[src/rtl/xcvr_mode_pkg.sv]
package xcvr_mode_pkg;

  typedef enum logic [2:0] {
    MD_OFF  = 3'd0,
    MD_HIB  = 3'd1,
    MD_DOZE = 3'd2,
    MD_IDLE = 3'd3,
    MD_RX   = 3'd4,
    MD_TX   = 3'd5
  } mode_e;

  localparam logic [1:0] CMD_HIB  = 2'd1;
  localparam logic [1:0] CMD_DOZE = 2'd2;

endpackage

[src/rtl/xcvr_warm_cnt.sv]
module xcvr_warm_cnt #(
  parameter int unsigned CW = 8
) (
  input  logic          clk_i,
  input  logic          rst_ni,
  input  logic          load_i,
  input  logic [CW-1:0] load_val_i,
  output logic          busy_o
);

  logic [CW-1:0] cnt_q;

  always_ff @(posedge clk_i or negedge rst_ni) begin
    if (!rst_ni)             cnt_q <= '0;
    else if (load_i)         cnt_q <= load_val_i;
    else if (cnt_q != '0)    cnt_q <= cnt_q - 1'b1;
  end

  assign busy_o = (cnt_q != '0);

  // a running delay counts down one step per edge
  p_cnt_step_r10: assert property (@(posedge clk_i) disable iff (!rst_ni)
    (busy_o && !load_i) |=> (cnt_q == $past(cnt_q) - 1'b1));

endmodule

[src/rtl/xcvr_mode_fsm.sv]
module xcvr_mode_fsm
  import xcvr_mode_pkg::*;
#(
  parameter int unsigned CW             = 8,
  parameter int unsigned OFF_WAKE_CYC   = 10,
  parameter int unsigned HIB_WAKE_CYC   = 8,
  parameter int unsigned DOZE_WAKE_CYC  = 4,
  parameter int unsigned TRX_SETTLE_CYC = 3
) (
  input  logic          clk_i,
  input  logic          rst_ni,
  input  logic          busy_i,
  input  logic          wake_i,
  input  logic          cmd_valid_i,
  input  logic [1:0]    cmd_i,
  input  logic          tmr_wake_en_i,
  input  logic          tmr_match_i,
  input  logic          trx_en_i,
  input  logic          trx_tx_i,
  output mode_e         mode_o,
  output logic          load_o,
  output logic [CW-1:0] load_val_o
);

  mode_e mode_q, mode_d;

  always_comb begin
    mode_d     = mode_q;
    load_o     = 1'b0;
    load_val_o = '0;
    if (!busy_i) begin
      unique case (mode_q)
        MD_OFF: begin
          mode_d     = MD_IDLE;
          load_o     = 1'b1;
          load_val_o = CW'(OFF_WAKE_CYC);
        end
        MD_IDLE: begin
          if (cmd_valid_i && cmd_i == CMD_HIB) begin
            mode_d = MD_HIB;
          end else if (cmd_valid_i && cmd_i == CMD_DOZE) begin
            mode_d = MD_DOZE;
          end else if (trx_en_i) begin
            mode_d     = trx_tx_i ? MD_TX : MD_RX;
            load_o     = 1'b1;
            load_val_o = CW'(TRX_SETTLE_CYC);
          end
        end
        MD_HIB: begin
          if (wake_i) begin
            mode_d     = MD_IDLE;
            load_o     = 1'b1;
            load_val_o = CW'(HIB_WAKE_CYC);
          end
        end
        MD_DOZE: begin
          if (wake_i || (tmr_wake_en_i && tmr_match_i)) begin
            mode_d     = MD_IDLE;
            load_o     = 1'b1;
            load_val_o = CW'(DOZE_WAKE_CYC);
          end
        end
        MD_RX, MD_TX: begin
          if (!trx_en_i) mode_d = MD_IDLE;
        end
        default: mode_d = MD_OFF;
      endcase
    end
  end

  always_ff @(posedge clk_i or negedge rst_ni) begin
    if (!rst_ni) mode_q <= MD_OFF;
    else         mode_q <= mode_d;
  end

  assign mode_o = mode_q;

  // sleep is only ever entered from a settled Idle
  p_sleep_from_idle_r3: assert property (@(posedge clk_i) disable iff (!rst_ni)
    ((mode_q == MD_HIB || mode_q == MD_DOZE) && $past(mode_q) != mode_q)
      |-> ($past(mode_q) == MD_IDLE && !$past(busy_i)));

  // deep sleep holds without a wake
  p_hib_hold_r4: assert property (@(posedge clk_i) disable iff (!rst_ni)
    (mode_q == MD_HIB && !wake_i) |=> (mode_q == MD_HIB));

  // light sleep holds without a wake source
  p_doze_hold_r5: assert property (@(posedge clk_i) disable iff (!rst_ni)
    (mode_q == MD_DOZE && !wake_i && !(tmr_wake_en_i && tmr_match_i))
      |=> (mode_q == MD_DOZE));

  // dropping the request leaves receive or transmit
  p_trx_drop_r8: assert property (@(posedge clk_i) disable iff (!rst_ni)
    ((mode_q == MD_RX || mode_q == MD_TX) && !busy_i && !trx_en_i)
      |=> (mode_q == MD_IDLE));

  // no mode change while a delay runs
  p_warm_hold_r10: assert property (@(posedge clk_i) disable iff (!rst_ni)
    busy_i |=> (mode_q == $past(mode_q)));

endmodule

[src/rtl/xcvr_mode_outs.sv]
module xcvr_mode_outs
  import xcvr_mode_pkg::*;
#(
  parameter int unsigned CLKO_SEL_W    = 3,
  parameter int unsigned CLKO_SLOW_SEL = 5
) (
  input  mode_e                 mode_i,
  input  logic                  busy_i,
  input  logic                  clko_doze_en_i,
  input  logic [CLKO_SEL_W-1:0] clko_sel_i,
  output logic                  osc_en_o,
  output logic                  spi_en_o,
  output logic                  rx_en_o,
  output logic                  tx_en_o,
  output logic                  clko_en_o,
  output logic                  ready_o,
  output logic                  out_oe_o
);

  logic awake, idle_warm, doze_clko_ok;

  assign awake        = (mode_i == MD_IDLE) || (mode_i == MD_RX) || (mode_i == MD_TX);
  assign idle_warm    = (mode_i == MD_IDLE) && busy_i;
  assign doze_clko_ok = clko_doze_en_i && (clko_sel_i >= CLKO_SEL_W'(CLKO_SLOW_SEL));

  assign out_oe_o  = (mode_i != MD_OFF);
  assign osc_en_o  = (mode_i != MD_OFF) && (mode_i != MD_HIB);
  assign spi_en_o  = awake && !idle_warm;
  assign rx_en_o   = (mode_i == MD_RX);
  assign tx_en_o   = (mode_i == MD_TX);
  assign ready_o   = awake && !busy_i;
  assign clko_en_o = (awake && !idle_warm) || ((mode_i == MD_DOZE) && doze_clko_ok);

endmodule

[src/rtl/xcvr_mode_ctrl.sv]
module xcvr_mode_ctrl
  import xcvr_mode_pkg::*;
#(
  parameter int unsigned OFF_WAKE_CYC   = 160000,
  parameter int unsigned HIB_WAKE_CYC   = 112000,
  parameter int unsigned DOZE_WAKE_CYC  = 4816,
  parameter int unsigned TRX_SETTLE_CYC = 2304,
  parameter int unsigned CLKO_SEL_W     = 3,
  parameter int unsigned CLKO_SLOW_SEL  = 5
) (
  input  logic                  clk_i,
  input  logic                  rst_ni,
  input  logic                  wake_i,
  input  logic                  cmd_valid_i,
  input  logic [1:0]            cmd_i,
  input  logic                  tmr_wake_en_i,
  input  logic                  tmr_match_i,
  input  logic                  trx_en_i,
  input  logic                  trx_tx_i,
  input  logic                  clko_doze_en_i,
  input  logic [CLKO_SEL_W-1:0] clko_sel_i,
  output logic [2:0]            mode_o,
  output logic                  ready_o,
  output logic                  osc_en_o,
  output logic                  spi_en_o,
  output logic                  rx_en_o,
  output logic                  tx_en_o,
  output logic                  clko_en_o,
  output logic                  out_oe_o
);

  localparam int unsigned MAX_A   = (OFF_WAKE_CYC > HIB_WAKE_CYC) ? OFF_WAKE_CYC : HIB_WAKE_CYC;
  localparam int unsigned MAX_B   = (DOZE_WAKE_CYC > TRX_SETTLE_CYC) ? DOZE_WAKE_CYC : TRX_SETTLE_CYC;
  localparam int unsigned MAX_CYC = (MAX_A > MAX_B) ? MAX_A : MAX_B;
  localparam int unsigned CW      = (MAX_CYC < 2) ? 1 : $clog2(MAX_CYC + 1);

  mode_e         mode;
  logic          busy, load;
  logic [CW-1:0] load_val;

  xcvr_mode_fsm #(
    .CW(CW), .OFF_WAKE_CYC(OFF_WAKE_CYC), .HIB_WAKE_CYC(HIB_WAKE_CYC),
    .DOZE_WAKE_CYC(DOZE_WAKE_CYC), .TRX_SETTLE_CYC(TRX_SETTLE_CYC)
  ) u_fsm (
    .clk_i, .rst_ni, .busy_i(busy), .wake_i, .cmd_valid_i, .cmd_i,
    .tmr_wake_en_i, .tmr_match_i, .trx_en_i, .trx_tx_i,
    .mode_o(mode), .load_o(load), .load_val_o(load_val)
  );

  xcvr_warm_cnt #(.CW(CW)) u_cnt (
    .clk_i, .rst_ni, .load_i(load), .load_val_i(load_val), .busy_o(busy)
  );

  xcvr_mode_outs #(.CLKO_SEL_W(CLKO_SEL_W), .CLKO_SLOW_SEL(CLKO_SLOW_SEL)) u_outs (
    .mode_i(mode), .busy_i(busy), .clko_doze_en_i, .clko_sel_i,
    .osc_en_o, .spi_en_o, .rx_en_o, .tx_en_o, .clko_en_o, .ready_o, .out_oe_o
  );

  assign mode_o = mode;

  // with outputs undriven nothing else may be enabled
  p_off_quiet_r2: assert property (@(posedge clk_i) disable iff (!rst_ni)
    !out_oe_o |-> !(ready_o || osc_en_o || spi_en_o || rx_en_o || tx_en_o || clko_en_o));

  // receive or transmit only starts from a settled Idle
  p_trx_entry_r7: assert property (@(posedge clk_i) disable iff (!rst_ni)
    ($rose(rx_en_o) || $rose(tx_en_o)) |-> ($past(ready_o) && $past(mode_o) == 3'd3));

  // readiness in receive follows a settling period with the receiver on
  p_rx_settled_r7: assert property (@(posedge clk_i) disable iff (!rst_ni)
    ($rose(ready_o) && rx_en_o) |-> $past(rx_en_o));

  // the register interface never runs without the oscillator
  p_spi_osc_r9: assert property (@(posedge clk_i) disable iff (!rst_ni)
    spi_en_o |-> osc_en_o);

endmodule

[config.mk]
export PLATFORM = sky130hd
export DESIGN_NAME = xcvr_mode_ctrl
export DESIGN_NICKNAME = d
export VERILOG_FILES = /design/src/rtl/xcvr_mode_pkg.sv /design/src/rtl/xcvr_warm_cnt.sv /design/src/rtl/xcvr_mode_fsm.sv /design/src/rtl/xcvr_mode_outs.sv /design/src/rtl/xcvr_mode_ctrl.sv
export SDC_FILE = /design/constraint.sdc
export NUM_CORES = 1
export LEC_CHECK = 0
export BUFFER_PORTS_ARGS = -buffer_cell sky130_fd_sc_hd__buf_2
export CORE_MARGIN = 1
export CORE_UTILIZATION = 45
export DETAILED_ROUTE_END_ITERATION = 12
export PLACE_DENSITY_LB_ADDON = 0.2
export SYNTH_ARGS = -nofsm -noshare
export SYNTH_HDL_FRONTEND = slang
export SYNTH_SLANG_ARGS = --single-unit
[constraint.sdc]
create_clock -name clk_i -period 3.25 [get_ports clk_i]
set_input_delay 0.4875 -clock clk_i [delete_from_list [all_inputs] [get_ports clk_i]]
set_output_delay 0.4875 -clock clk_i [all_outputs]
set_load 0.05 [all_outputs]
* After elaboration in Yosys (flattened, before gate mapping)
Cells that the tools add are included.
** Word-level totals
- Register bits after elaboration :: 21
- Bits of input ports :: 14
- Output and inout bits :: 10
- Logic and storage cells :: 62
** Operators by class
- $add $sub $neg :: 1
- Magnitude comparators :: 1
- Equal/unequal tests :: 12
- Muxes and demuxes :: 24
- Bitwise logic cells :: 1
- Reduce and logical (&&, ||, !) cells :: 21
** Operator list (number)
- 18-bit two-way mux :: 5
- 18-bit case mux with 4 select lines :: 1
- 3-bit two-way mux :: 6
- 18-bit nonzero test :: 1
- 18-bit by 1-bit subtractor with 18-bit output, second input constant :: 1
- 17-bit two-way mux :: 1
- 3-bit case mux with 5 select lines :: 1
- 13-bit two-way mux :: 1
- 12-bit two-way mux :: 1
- 1-bit logical AND :: 9
- 1-bit two-way mux :: 7
- 3-bit by 2-bit == test with 1-bit output, second input constant :: 2
- 3-bit == test, second input constant :: 2
- 5-bit AND reduction :: 1
- 1-bit logical OR :: 4
- 2-bit inequality test, second input constant :: 2
- 4-bit by 2-bit inequality test with 1-bit output, second input constant :: 1
- 1-bit case mux with 4 select lines :: 1
- 3-bit by 1-bit == test with 1-bit output, second input constant :: 1
- 3-bit >= comparator, second input constant :: 1
- 3-bit zero test :: 1
- 3-bit by 1-bit inequality test with 1-bit output, second input constant :: 1
- 3-bit nonzero test :: 1
- 2-bit by 1-bit == test with 1-bit output, second input constant :: 1
- other kinds (6) :: 7

* Depth between registers and ports, before layout
Gate-level depths: netlist (run 1).
- Depth after elaboration :: 7
- Depth in mapped cells :: 7

* Modules after synthesis
Synthesis (run 1) repeated with hierarchy kept, for this count alone.
** Second synthesis, totals
- Cells, all modules :: 187
- Area, all modules :: 1677.9 µm²
** By module, submodules not included
- xcvr_warm_cnt :: times used 1, cells an instance 123, area an instance 1188.6 µm²
- xcvr_mode_fsm :: times used 1, cells an instance 52, area an instance 414.1 µm²
- xcvr_mode_outs :: times used 1, cells an instance 12, area an instance 75.1 µm²

* Least setup slack after synthesis (run 1)
No wires, ideal clock.
- Kind :: register -> output
- Start point :: register u_cnt.cnt_q[0]
- End point :: output port clko_en_o
- Arrival :: 2602 ps
- Path slack :: 160 ps
- Stages on the path, launching flop included :: 7
- Path buffers :: 0
- Cells stage by stage :: dfrtp_1 > inv_1 > ha_1 > nor4b_2 > and3_1 > a31oi_1 > o31ai_1
** Between the ends
- Cells in the longest elaborated chain, start to end :: 5
** RTL lines
- from (decl) :: RTL line xcvr_warm_cnt.sv:11 : logic [CW-1:0] cnt_q;
- from (signal assigned) :: RTL line xcvr_warm_cnt.sv:15 : else if (load_i) cnt_q <= load_val_i;
- from (signal assigned) :: RTL line xcvr_warm_cnt.sv:16 : else if (cnt_q != '0) cnt_q <= cnt_q - 1'b1;
- 18-bit nonzero test :: RTL line xcvr_warm_cnt.sv:19 : assign busy_o = (cnt_q != '0);
- 1-bit logical AND :: RTL line xcvr_mode_outs.sv:23 : assign idle_warm = (mode_i == MD_IDLE) && busy_i;
- 1-bit zero test :: RTL line xcvr_mode_outs.sv:32 : assign clko_en_o = (awake && !idle_warm) || ((mode_i == MD_DOZE) && doze_clko_ok);
- 1-bit logical AND :: RTL line xcvr_mode_outs.sv:32
- 1-bit logical OR :: RTL line xcvr_mode_outs.sv:32
- to (decl) :: RTL line xcvr_mode_ctrl.sv:28 : output logic clko_en_o,
Every way passes these cells.

* Worst setup path after layout (run 1)
- Start point :: register u_cnt.cnt_q[14]
- End point :: output port spi_en_o
** Between the ends
- Cells in the longest elaborated chain, start to end :: 4
** RTL lines
- 18-bit nonzero test :: RTL line xcvr_warm_cnt.sv:19
- 1-bit logical AND :: RTL line xcvr_mode_outs.sv:23
- 1-bit zero test :: RTL line xcvr_mode_outs.sv:28 : assign spi_en_o = awake && !idle_warm;
- 1-bit logical AND :: RTL line xcvr_mode_outs.sv:28
- to (decl) :: RTL line xcvr_mode_ctrl.sv:25 : output logic spi_en_o,
Every way passes these cells.

==> results of run 1 <==
==> cells in the mapped netlist, drive strengths merged, types with 2 or more instances <==
master  instances  area (µm²)
dfrtp          21         526
nor2           13        48.8
a21oi          11        55.1
o21ai          10        50.1
nor3            8        40.0
nand2           6        22.5
xor2            6        52.6
inv             5        18.8
clkbuf          4        15.0
nand4           4        25.0
xnor2           4        35.0
a31oi           3        18.8
nand3           3        15.0
nor2b           3        18.8
nor4b           3        32.5
o41ai           3        26.3
or3             3        23.8
a211oi          2        15.0
a21boi          2        15.0
and3            2        12.5
mux2            2        22.5
mux2i           2        20.0
o211ai          2        15.0
or2             2        12.5
==> cells in the final DEF, fill, tap and decap left out, types with 2 or more instances in the layout <==
cell type  count
xor2_1         6
a31oi_1        3
mux2_1         2
a211oi_1       2
buf_2         23
inv_1          5
nor4b_1        2
nor2_1        13
xnor2_1        4
nand4_1        4
buf_4          2
nand3_1        3
o211ai_1       2
and3_1         2
a21oi_1       11
o21ai_0       10
mux2i_1        2
nor3_1         8
nor2b_1        3
or2_2          2
or3_1          2
nand2_1        6
clkbuf_4       3
o41ai_1        3
a21boi_0       2
dfrtp_1       21
==> report_power, final <==
part | internal (mW) | leakage (nW) | switching, mW | total, mW
Clock | 0.0462 | 0.0177 | 0.0849 | 0.131
Combinational | 0.0185 | 0.344 | 0.0327 | 0.0513
Sequential | 0.264 | 0.246 | 0.00883 | 0.273
Total | 0.329 | 0.608 | 0.126 | 0.455
==> cell families (layout without fill, tap and decap cells) <==
logic type | Yosys count | count (layout) | share of synthesized area
DFF | 21 | 21 | 0.400
and+or+nand+nor | 54 | 54 | 0.231
muxes | 4 | 4 | 0.0323
AOI/OAI and AO/OA | 43 | 43 | 0.231
buffers and inverters | 10 | 34 | 0.0295
adders and majority gates | 1 | 1 | 0.00951
xor gates and xnor gates | 10 | 10 | 0.0666
==> layer usage <==
metal | global-route usage | wire, µm | part of all wire
met5 | 0 | 0 | 0
met4 | 0.146 | 96 | 0.033
met3 | 0.0279 | 176 | 0.060
met2 | 0.287 | 1320 | 0.45
met1 | 0.283 | 1320 | 0.45
==> worst max-delay path, cell delays in order, from the launching register on <==
cell and delay [ns]:
dfrtp_1 0.42, or4_1 0.64, nor3_1 0.32, nand2_1 0.25
o21ai_0 0.21, buf_2 0.29
==> through the flow <==
step                hold slack, ns  setup slack, ns  utilization
CTS                          0.103            0.331        0.541
floorplan                    0.192            0.160            -
detailed placement           0.470            0.691        0.531
global route                 0.128            0.152        0.541
finish                      0.0964            0.322        0.541
global placement             0.468            0.778        0.531
==> flip-flops by register name (all words and copies together), names as in the netlist <==
register      cells
u_cnt.cnt_q      18
u_fsm.mode_o      3
==> area by class of cell <==
type                            instances  area, µm²
Inverter                                5       18.8
Timing Repair Buffer                   25        130
Multi-Input combinational cell        112        751
Sequential cell                        21        526
Tap cell                               31       38.8
Clock buffer                            3       22.5
Fill cell                             260       1270
Clock inverter                          1       5.00
==> path summary, 6_finish.rpt <==
path                            startpoint         endpoint  slack [ns]  depth (start not counted)
min reg2reg                 u_cnt.cnt_q[5]   u_cnt.cnt_q[5]        0.54                          1
min                                 rst_ni  u_fsm.mode_o[1]         0.1                          1
min in group clk_i          u_cnt.cnt_q[5]   u_cnt.cnt_q[5]        0.54                          1
max                        u_cnt.cnt_q[14]         spi_en_o        0.32                          5
max in group asynchronous           rst_ni  u_cnt.cnt_q[11]        2.82                          1
max reg2reg                u_cnt.cnt_q[14]  u_fsm.mode_o[2]        0.86                          4
==> results.md, run 1 <==
Outcome:
- The flow ran to the end, and the final reports show no timing, DRC or antenna violations.

Finish:
- The finished layout cell area is around 1500 µm².
- The final layout contains approximately 180 nets.
- In the final layout, the share of cells above drive strength 1 is 0.210.
- The area growth from synthesis to layout is 13.4%.
- Once layout is complete, the cells apart from fillers number approximately 200.
- The number of antenna diodes in the final layout is 0.

Job:
- The count of max-cap constraint violations is 0.

Global routing:
- The leftover overflow at the end of global routing is 0.
- The pin count of the biggest net entering global routing is 22.
- Across every metal layer, demand over resource in global routing totals 0.203.
- The first global-routing pass estimated 4950 µm of wire.
- The via count of the first global-routing pass came to 1114.
- The number of antenna violations at the first check in global routing is 0.

Routing:
- The total via count after detailed routing is about 1.2k.
- The detail route stage leaves a number of antenna-violating nets equal to 0.
- After detailed routing, the number of remaining DRC violations is 0.
- In the routed layout, each cell is associated on average with a via count of slightly above 6.
- Wires add up to 2920 µm.
- The iteration-0 DRC count of the detailed router is 59.
- The first TritonRoute pass finished after 4 iterations.
- After detailed routing, the average wire length per cell comes to ~15 µm.

Placed design:
- Input and output buffers added on the ports amount to 23.
- The instance area at placement is 1460 µm².
- The congestion estimate from routability-driven global placement came to 0.865.
- The placed wire-length estimate is 2160 µm.
- The number of placed instances, taps included, is 194.

CTS:
- Clock latency on the worst-skew pair, taken at its later pin, is about 0.32 ns.
- The hold buffer count at cts is 0.
- Clock-pin slew was measured on the worst setup and hold paths at ~0.13 ns.
- TritonCTS built the clock tree.
- The number of clock buffers added by TritonCTS is 3.
- The post-CTS setup buffer count is 0.
- The total of cells resized after clock tree synthesis is 0.
- The clock net in this run drives a total of 21 sinks.
- In this run the clock root is driven by a clkbuf_4.
- The clock tree buffer depth is 2.
- The count of H-tree levels built during CTS is 1.

Floorplan:
- The area of the die is between 3000 and 4000 µm².
- The region available for standard cell placement spans between 2000 and 3000 µm².
- The height of the die is roughly 56 µm.
- The horizontal die dimension is ~56 µm.
- The row count is 19.
- The I/O pin count is 24.
- The initial standard-cell utilization of the core is 0.477.

Power:
- The power per unit of standard cell area is 305 nW/µm².
- The leakage power total is approximately 0.6 nW.
- VDD sags by at most slightly above 0.0002 V.
- The design draws 0.455 mW.

Timing:
- The worst slew margin relative to its limit is 0.609.
- On the final layout, the worst clock skew is between 0.01 and 0.015 ns.
- The minimum period implied by the final worst setup slack is between 2 and 3 ns.
- In the final timing run, aggregate negative setup slack is 0 ns.
- In the finished design, the share of the clock period the worst path needs comes to 0.901.
- The count of final setup violators is 0.
- Setup repair after global routing left no endpoint under its margin.
- For the pin with the worst max-slew slack, the measured transition is between 0.5 and 0.6 ns.
- The number of pins with negative max-slew slack in the final report is 0.
- The final hold violation count is 0.
- Derived from the worst setup path, the maximum achievable clock frequency is roughly 340 MHz.

Yosys:
- The synthesized netlist occupies a cell area of between 1000 and 1500 µm².
- The number of synthesized register bits is 21.
- The fraction of synthesis flops using an asynchronous set or reset pin is 1.00.
- For this run, the number of Yosys warnings is 0.
- The synthesized design contains 0 enable-type register cells.
- The count of unique library cells instantiated by Yosys is 45.
- Counting every instance in the synthesized netlist gives approximately 140.
- Averaged over all synthesized cells, the footprint is between 9 and 10 µm².
- In the synthesized netlist the dominant register cell turns out to be dfrtp_1.
- The number of nets in the synthesized netlist is about 160.
- The sequential cell area fraction in the yosys report is 0.400.

Setup path:
- The largest fanout on the critical path is 7.
- The type of element capturing the critical path is a primary output.
- The startpoint type of the worst setup path is a flip-flop.
- The data arrival time of the critical path is 2.44 ns.
- The required arrival time at the worst endpoint is between 2 and 3 ns.
- The type of the worst setup path is flip-flop to primary output.

Hold path:
- The worst hold path belongs to the class primary input to asynchronous set/reset pin.
Note: power is estimated with default switching activity, not from simulation.
==> inputs of run 2 (changes only) <==
RECOVER_POWER = 25   (was unset)
==> results.md, run 2 (same netlist as run 1, synthesis figures left out) <==
Routing:
- The total via count after detailed routing is ~1.2k.
- The routed length on met2 is about 1300 µm.
- For this block, the routed nets add up to 2920 µm of wire.
- The remaining routing DRC violations is 0.
- The antenna violation net count after detailed routing is 0.
- In the final routed layout, each cell accounts on average for about 15 µm.
- The via-per-instance ratio is approximately 6.0.
- The post-route met1 wirelength is 1360 µm.
- The uppermost layer routed is met4.
- In the detailed route, the total length drawn on met3 is between 100 and 150 µm.
- The detailed router finished its first iteration with 57 violations.
- The first detailed-routing pass ran for 4 iterations.

Timing:
- Dividing the final minimum period by the clock period gives 0.902.
- Setup repair after global routing left no endpoint under its margin.
- At the pin with the least slew margin, the transition time is around 1.1 ns.
- The number of pins with negative max-slew slack in the final report is 0.
- The clock skew after layout is between 0.01 and 0.015 ns.
- The count of final setup violators is 0.
- The top achievable clock speed is approximately 340 MHz.
- Setup total negative slack on the finished layout was measured at 0 ns.
- The minimum setup slack in the final design is 0.318 ns.
- The final hold violation count is 0.
- The worst path needs between 2 and 3 ns of the cycle, external delays included.
- The worst slew margin relative to its limit is 0.252.

Placed design:
- The last weighted congestion value of the routability-driven placer is ~0.87.
- Including well taps, the total number of placed cells is 194.
- The instance area at placement is ~1500 µm².
- Detailed placement finished with a half-perimeter wire length of about 2200 µm.
- OpenSTA, run right after detailed placement, puts the worst setup slack at roughly 0.69 ns.
- In this run the tool buffered the top-level ports with 23 buffer cells.

CTS:
- The clock tree buffer depth is 2.
- The clock tree root driver cell is clkbuf_4.
- The clock latency of the later-clocked register in the worst-skew pair is 0.32 ns.
- The clock tree from TritonCTS is done.
- The tree built by TritonCTS fans out to 21 sinks.
- The TritonCTS buffer count is 3.
- The post-CTS setup buffer count is 0.
- For this design, the CTS-stage hold fixing added 0 buffers.
- The total of cells resized after clock tree synthesis is 0.
- After clock tree synthesis, the clock-pin slew on the worst setup and hold paths is between 0.1 and 0.15 ns.
- The count of H-tree levels built during CTS is 1.

Finish:
- The net count of the finished layout is between 150 and 200.
- The top register by number of flip-flops is u_cnt.cnt_q.
- The finished layout holds 198 standard cells, fillers aside.
- After routing the design area is approximately 1500 µm².
- The final-layout fill cell count is between 200 and 300.
- The register with the most flip-flops in the layout has 18 of them.
- The most common cell after layout, fill and taps aside is buf_2.
- The fraction of layout cells with a size suffix above 1 is 0.204.
- The top cell types in the final layout, fill and taps aside, are buf_2, dfrtp_1, nor2_1.
- The diode insertion count for antenna repair is 0.
- Compared with the post-synthesis result, the final layout area differs by 13.3%.

Setup path:
- The critical path is of the flip-flop to primary output type.
- The slowest stage of the critical path is the or4_1 cell.
- The depth of the worst register-to-register path is 4.
- The largest fanout on the critical path is 7.
- The largest incremental delay on the critical path is between 0.6 and 0.7 ns.
- The endpoint identified for the worst register-to-register timing path is u_fsm.mode_o[2].
- The worst register-to-register path begins at u_cnt.cnt_q[14].
- Among cell families on the critical path, the largest total delay comes from simple AND/OR/NAND/NOR gates.
- The data arrival time of the critical path is roughly 2.4 ns.
- Together, buffers and inverters on the worst path number 1.
- Traced cell by cell, the critical path runs through or4_1 -> nor3_1 -> nand2_1 -> o21ai_0 -> buf_2.
- The worst setup path is launched from a flip-flop.
- The required arrival time at the worst endpoint is ~2.8 ns.
- Across all register-to-register paths, the minimum setup slack is 0.86 ns.
- The type of element capturing the critical path is a primary output.

Floorplan:
- The die covers approximately 3100 µm².
- The initial utilization of the core area, before any placement, comes to 0.477.
- The area of the core is 2760 µm².
- In this run the horizontal extent of the chip is between 50 and 60 µm.
- The row count is 19.
- Measured along the y axis, the die boundary spans between 50 and 60 µm.
- 24 I/O pins were placed.

Job:
- The count of max-cap constraint violations is 0.

Global routing:
- The via count of the first global-routing pass came to 1114.
- Summed over all layers, the global routing overflow is 0.
- Entering global routing, the biggest net connects 22 pins.
- The number of antenna violations at the first check in global routing is 0.
- Across every metal layer, demand over resource in global routing totals 0.203.
- The first global-routing pass estimated 4950 µm of wire.

Power:
- The power per unit of standard cell area is approximately 310 nW/µm².
- VDD sags by at most slightly above 0.0002 V.
- The leakage power total is between 0.6 and 0.7 nW.
- The design draws ~0.46 mW.

Outcome:
- The run finished with clean final reports.

Hold path:
- The class of the worst hold path is primary input to asynchronous set/reset pin.
## run 2: cell count changes in the layout (fill, tap and decap cells not counted)
| cell | delta |
|---|---|
| clkbuf_1 | +1 |
| buf_2 | -1 |
## run 2: worst reg2reg max path, cell delays in order, from the launching register on
cell	delay (ns)
dfrtp_1	0.42
or4_1	0.64
or3_4	0.46
a2111oi_4	0.40
mux2_1	0.36
## run 2: how the worst max path moves through the flow
stage / startpoint / end / slack, ns / cells after the start
2_1_floorplan: u_cnt.cnt_q[0] / clko_en_o / 0.16 / 6
3_3_place_gp: u_cnt.cnt_q[14] / spi_en_o / 0.78 / 5
3_5_place_dp: u_cnt.cnt_q[14] / spi_en_o / 0.69 / 5
4_1_cts: u_cnt.cnt_q[14] / spi_en_o / 0.33 / 5
5_1_grt: u_cnt.cnt_q[12] / spi_en_o / 0.15 / 5
6_report: u_cnt.cnt_q[14] / spi_en_o / 0.32 / 5
## run 2: where the power goes
group          switching [mW]  leakage (nW)  internal (mW)
logic                  0.0327         0.341         0.0183
clock network          0.0851        0.0177         0.0462
registers             0.00882         0.246          0.264
total                   0.127         0.605          0.329
## run 2: metrics by stage
step	hold slack, ns	utilization
detailed placement	0.470	0.531
finish	0.343	0.540
floorplan	0.192	-
CTS	0.103	0.541
global route	0.443	0.540
global placement	0.468	0.531
## run 2: area by class of cell
class | count | area, µm² | share of cell area
Sequential cell | 21 | 526 | 0.353
Multi-Input combinational cell | 112 | 751 | 0.504
Inverter | 5 | 18.8 | 0.0126
Tap cell | 31 | 38.8 | 0.0260
Clock buffer | 3 | 22.5 | 0.0151
Clock inverter | 1 | 5.00 | 0.00336
Timing Repair Buffer | 25 | 129 | 0.0865
## run 2: metal layers
layer / up-vias / global-route usage
met2: 43 / 0.287
met1: 557 / 0.283
li1: 589 / -
met5: - / 0
met4: 0 / 0.146
met3: 7 / 0.0279
==> inputs of run 3 (changes only) <==
CORE_UTILIZATION = 51   (was 45)
==> results.md, run 3 (same netlist as run 1, synthesis figures left out) <==
Timing:
- At the pin with the least slew margin, the transition time is around 1.1 ns.
- The number of pins with negative max-slew slack in the final report came to 0.
- The worst slew margin relative to its limit is 0.250.
- The worst hold slack across all endpoints is ~0.35 ns.
- Of the available clock period, the critical path in the final layout requires 0.911.
- The clock skew after layout is 0.00951 ns.
- The final hold violation count came to 0.
- Setup repair after global routing left no endpoint under its margin.
- The aggregate negative setup slack is 0 ns.
- Setup violations remaining at the end of the flow were counted as 0.
- Timing would allow up to 338 MHz.
- The minimum period implied by the final worst setup slack is between 2 and 3 ns.

Power:
- The relative contribution of sequential cells to total power is 0.601.
- The switching part of the total power is 0.276.
- The share of total power dissipated in the clock network is 0.285.
- The power per unit of standard cell area is roughly 300 nW/µm².
- The power spent charging and discharging nets is ~0.13 mW.
- The worst ir drop on vdd is between 0.0002 and 0.00025 V.
- The leakage power total is ~0.61 nW.
- The internal power summed over all cells is 0.329 mW.
- The share of total power dissipated in combinational logic is 0.113.

Finish:
- The sequential cells in the finished layout cover a total of about 530 µm².
- The library cells used most frequently in the layout, excluding fill and tap cells, are buf_2, dfrtp_1, nor2_1.
- The area of the multi-input gates is about 750 µm².
- The top register by number of flip-flops is u_cnt.cnt_q.
- The diode insertion count for antenna repair is 0.
- The number of flip-flops under the largest register name is 18.
- The area growth from synthesis to layout is 13.2%.
- The layout has approximately 230 filler cells.
- With fillers left out, the area of the finished cells amounts to 1490 µm².
- After the last flow step, the layout net total stands at approximately 180.
- The count of non-filler cells in the finished layout is roughly 200.
- In the final layout, the share of cells above drive strength 1 is 0.204.
- The most common cell after layout, fill and taps aside is buf_2.

Routing:
- The detail-routed net length per standard cell is 15.4 µm.
- The detailed router placed approximately 1.2k vias in this run.
- For this block, the routed nets add up to between 3000 and 4000 µm of wire.
- The detail route stage leaves a number of antenna-violating nets equal to 0.
- In the routed layout, each cell is associated on average with a via count of 6.18.
- The iteration-0 DRC count of the detailed router is 25.
- The detailed-routing iteration count for the pre-antenna-repair pass is 5.
- The remaining routing DRC violations is 0.

Setup path:
- The critical path is of the flip-flop to primary output type.
- The data arrival time of the critical path is 2.47 ns.
- The largest individual stage delay along the critical path comes from the cell or4_1.
- The startpoint type of the worst setup path is a flip-flop.
- The required arrival time at the worst endpoint is ~2.8 ns.
- The largest incremental delay on the critical path is ~0.65 ns.
- The startpoint of the worst setup timing path is u_cnt.cnt_q[14].
- The largest fanout on the critical path is 7.
- The type of element capturing the critical path is a primary output.
- Walking the worst path, the cells encountered are or4_1 -> nor3_1 -> nand2_1 -> o21ai_0 -> buf_2.
- The launching point of the worst reg2reg path is u_cnt.cnt_q[14].

Floorplan:
- The area of the core is around 2500 µm².
- The initial utilization of the core area, before any placement, comes to 0.536.
- The row count is 18.
- The area of the die is approximately 2800 µm².
- The horizontal die dimension is ~53 µm.
- The I/O pin count is 24.
- The floorplan step set the die height to ~53 µm.

CTS:
- The clock passes through at most 2 buffers.
- The clock net sink count is 21.
- The post-CTS setup buffer count is 0.
- Clock latency on the worst-skew pair, taken at its later pin, is about 0.31 ns.
- In this run the number of H-tree levels came out at 1.
- The clock tree from TritonCTS is done.
- The clock transition at the registers of the reported paths is between 0.1 and 0.15 ns.
- The hold buffer count at cts is 0.
- The TritonCTS buffer count is 3.
- The tree is rooted in a clkbuf_4.
- Post-CTS repair changed the size of 0 cells.

Global routing:
- The via count of the first global-routing pass is 1098.
- The wire length of the first global-routing pass is 4760 µm.
- Across every metal layer, demand over resource in global routing totals 0.235.
- Global routing finished with a remaining overflow of 0.
- The pin count of the biggest net entering global routing is 22.
- The number of antenna violations at the first check in global routing came to 0.

Placed design:
- During placement, the flow inserted port buffers numbering 23.
- The last weighted congestion value of the routability-driven placer is just under 0.9.
- The number of placed cells counting well taps is roughly 190.
- Detailed placement ended at an HPWL of 2250 µm.
- The instance area at placement is roughly 1500 µm².

Job:
- Across the run, the number of max-cap violations was 0.

Hold path:
- In this run the worst hold path is classified as primary input to asynchronous set/reset pin.

Outcome:
- The flow ran to the end, and the final reports show no timing, DRC or antenna violations.
## run 3: cell counts in the layout (fill, tap and decap cells not counted)
Identical to the previous run, type by type.
## run 3: layer usage
metal | up-vias | wire length, µm | track usage
li1 | 593 | - | -
met2 | 38 | 1460 | 0.409
met4 | 0 | 34 | 0.0658
met5 | - | 0 | 0
met1 | 582 | 1380 | 0.297
met3 | 5 | 155 | 0.0348
## run 3: critical path: cells and delay by family, from the launching register on
kind                   cells  cell delay [ns]
buffers and inverters      1             0.29
DFF                        1             0.43
AOI/OAI and AO/OA          1             0.22
and+or+nand+nor            3             1.22
## run 3: final timing paths
check	to	slack [ns]	cells after the start
setup / recovery	spi_en_o	0.29	5
hold / removal	u_cnt.cnt_q[17]	0.35	1
setup reg to reg	u_fsm.mode_o[0]	0.82	4
hold reg to reg	u_cnt.cnt_q[5]	0.54	1
max in group asynchronous	u_cnt.cnt_q[7]	2.22	1
min in group clk_i	u_cnt.cnt_q[5]	0.54	1
## run 3: cell type report
| cell class | instances | share of cell area |
|---|---|---|
| clock buffers | 3 | 0.0151 |
| multi-input cells | 112 | 0.504 |
| flip-flops and latches | 21 | 0.353 |
| clock inverters | 1 | 0.00336 |
| inverters | 5 | 0.0126 |
| well taps | 30 | 0.0252 |
| repair buffers | 25 | 0.0866 |
## run 3: power groups by stage
stage / clock, mW / sequential, mW / combinational, mW
2_1_floorplan: 0 / 0.280 / 0.0265
3_3_place_gp: 0 / 0.277 / 0.0507
3_5_place_dp: 0 / 0.278 / 0.0517
4_1_cts: 0.130 / 0.272 / 0.0520
5_1_grt: 0.140 / 0.274 / 0.0569
6_report: 0.129 / 0.273 / 0.0514
## run 3: stage by stage
| stage | util | power [mW] | setup WS [ns] |
|---|---|---|---|
| after floorplan | - | 0.307 | 0.160 |
| after global placement | 0.596 | 0.328 | 0.787 |
| after detailed placement | 0.596 | 0.329 | 0.676 |
| after CTS | 0.607 | 0.455 | 0.314 |
| after global routing | 0.607 | 0.471 | 0.153 |
| final | 0.607 | 0.454 | 0.289 |
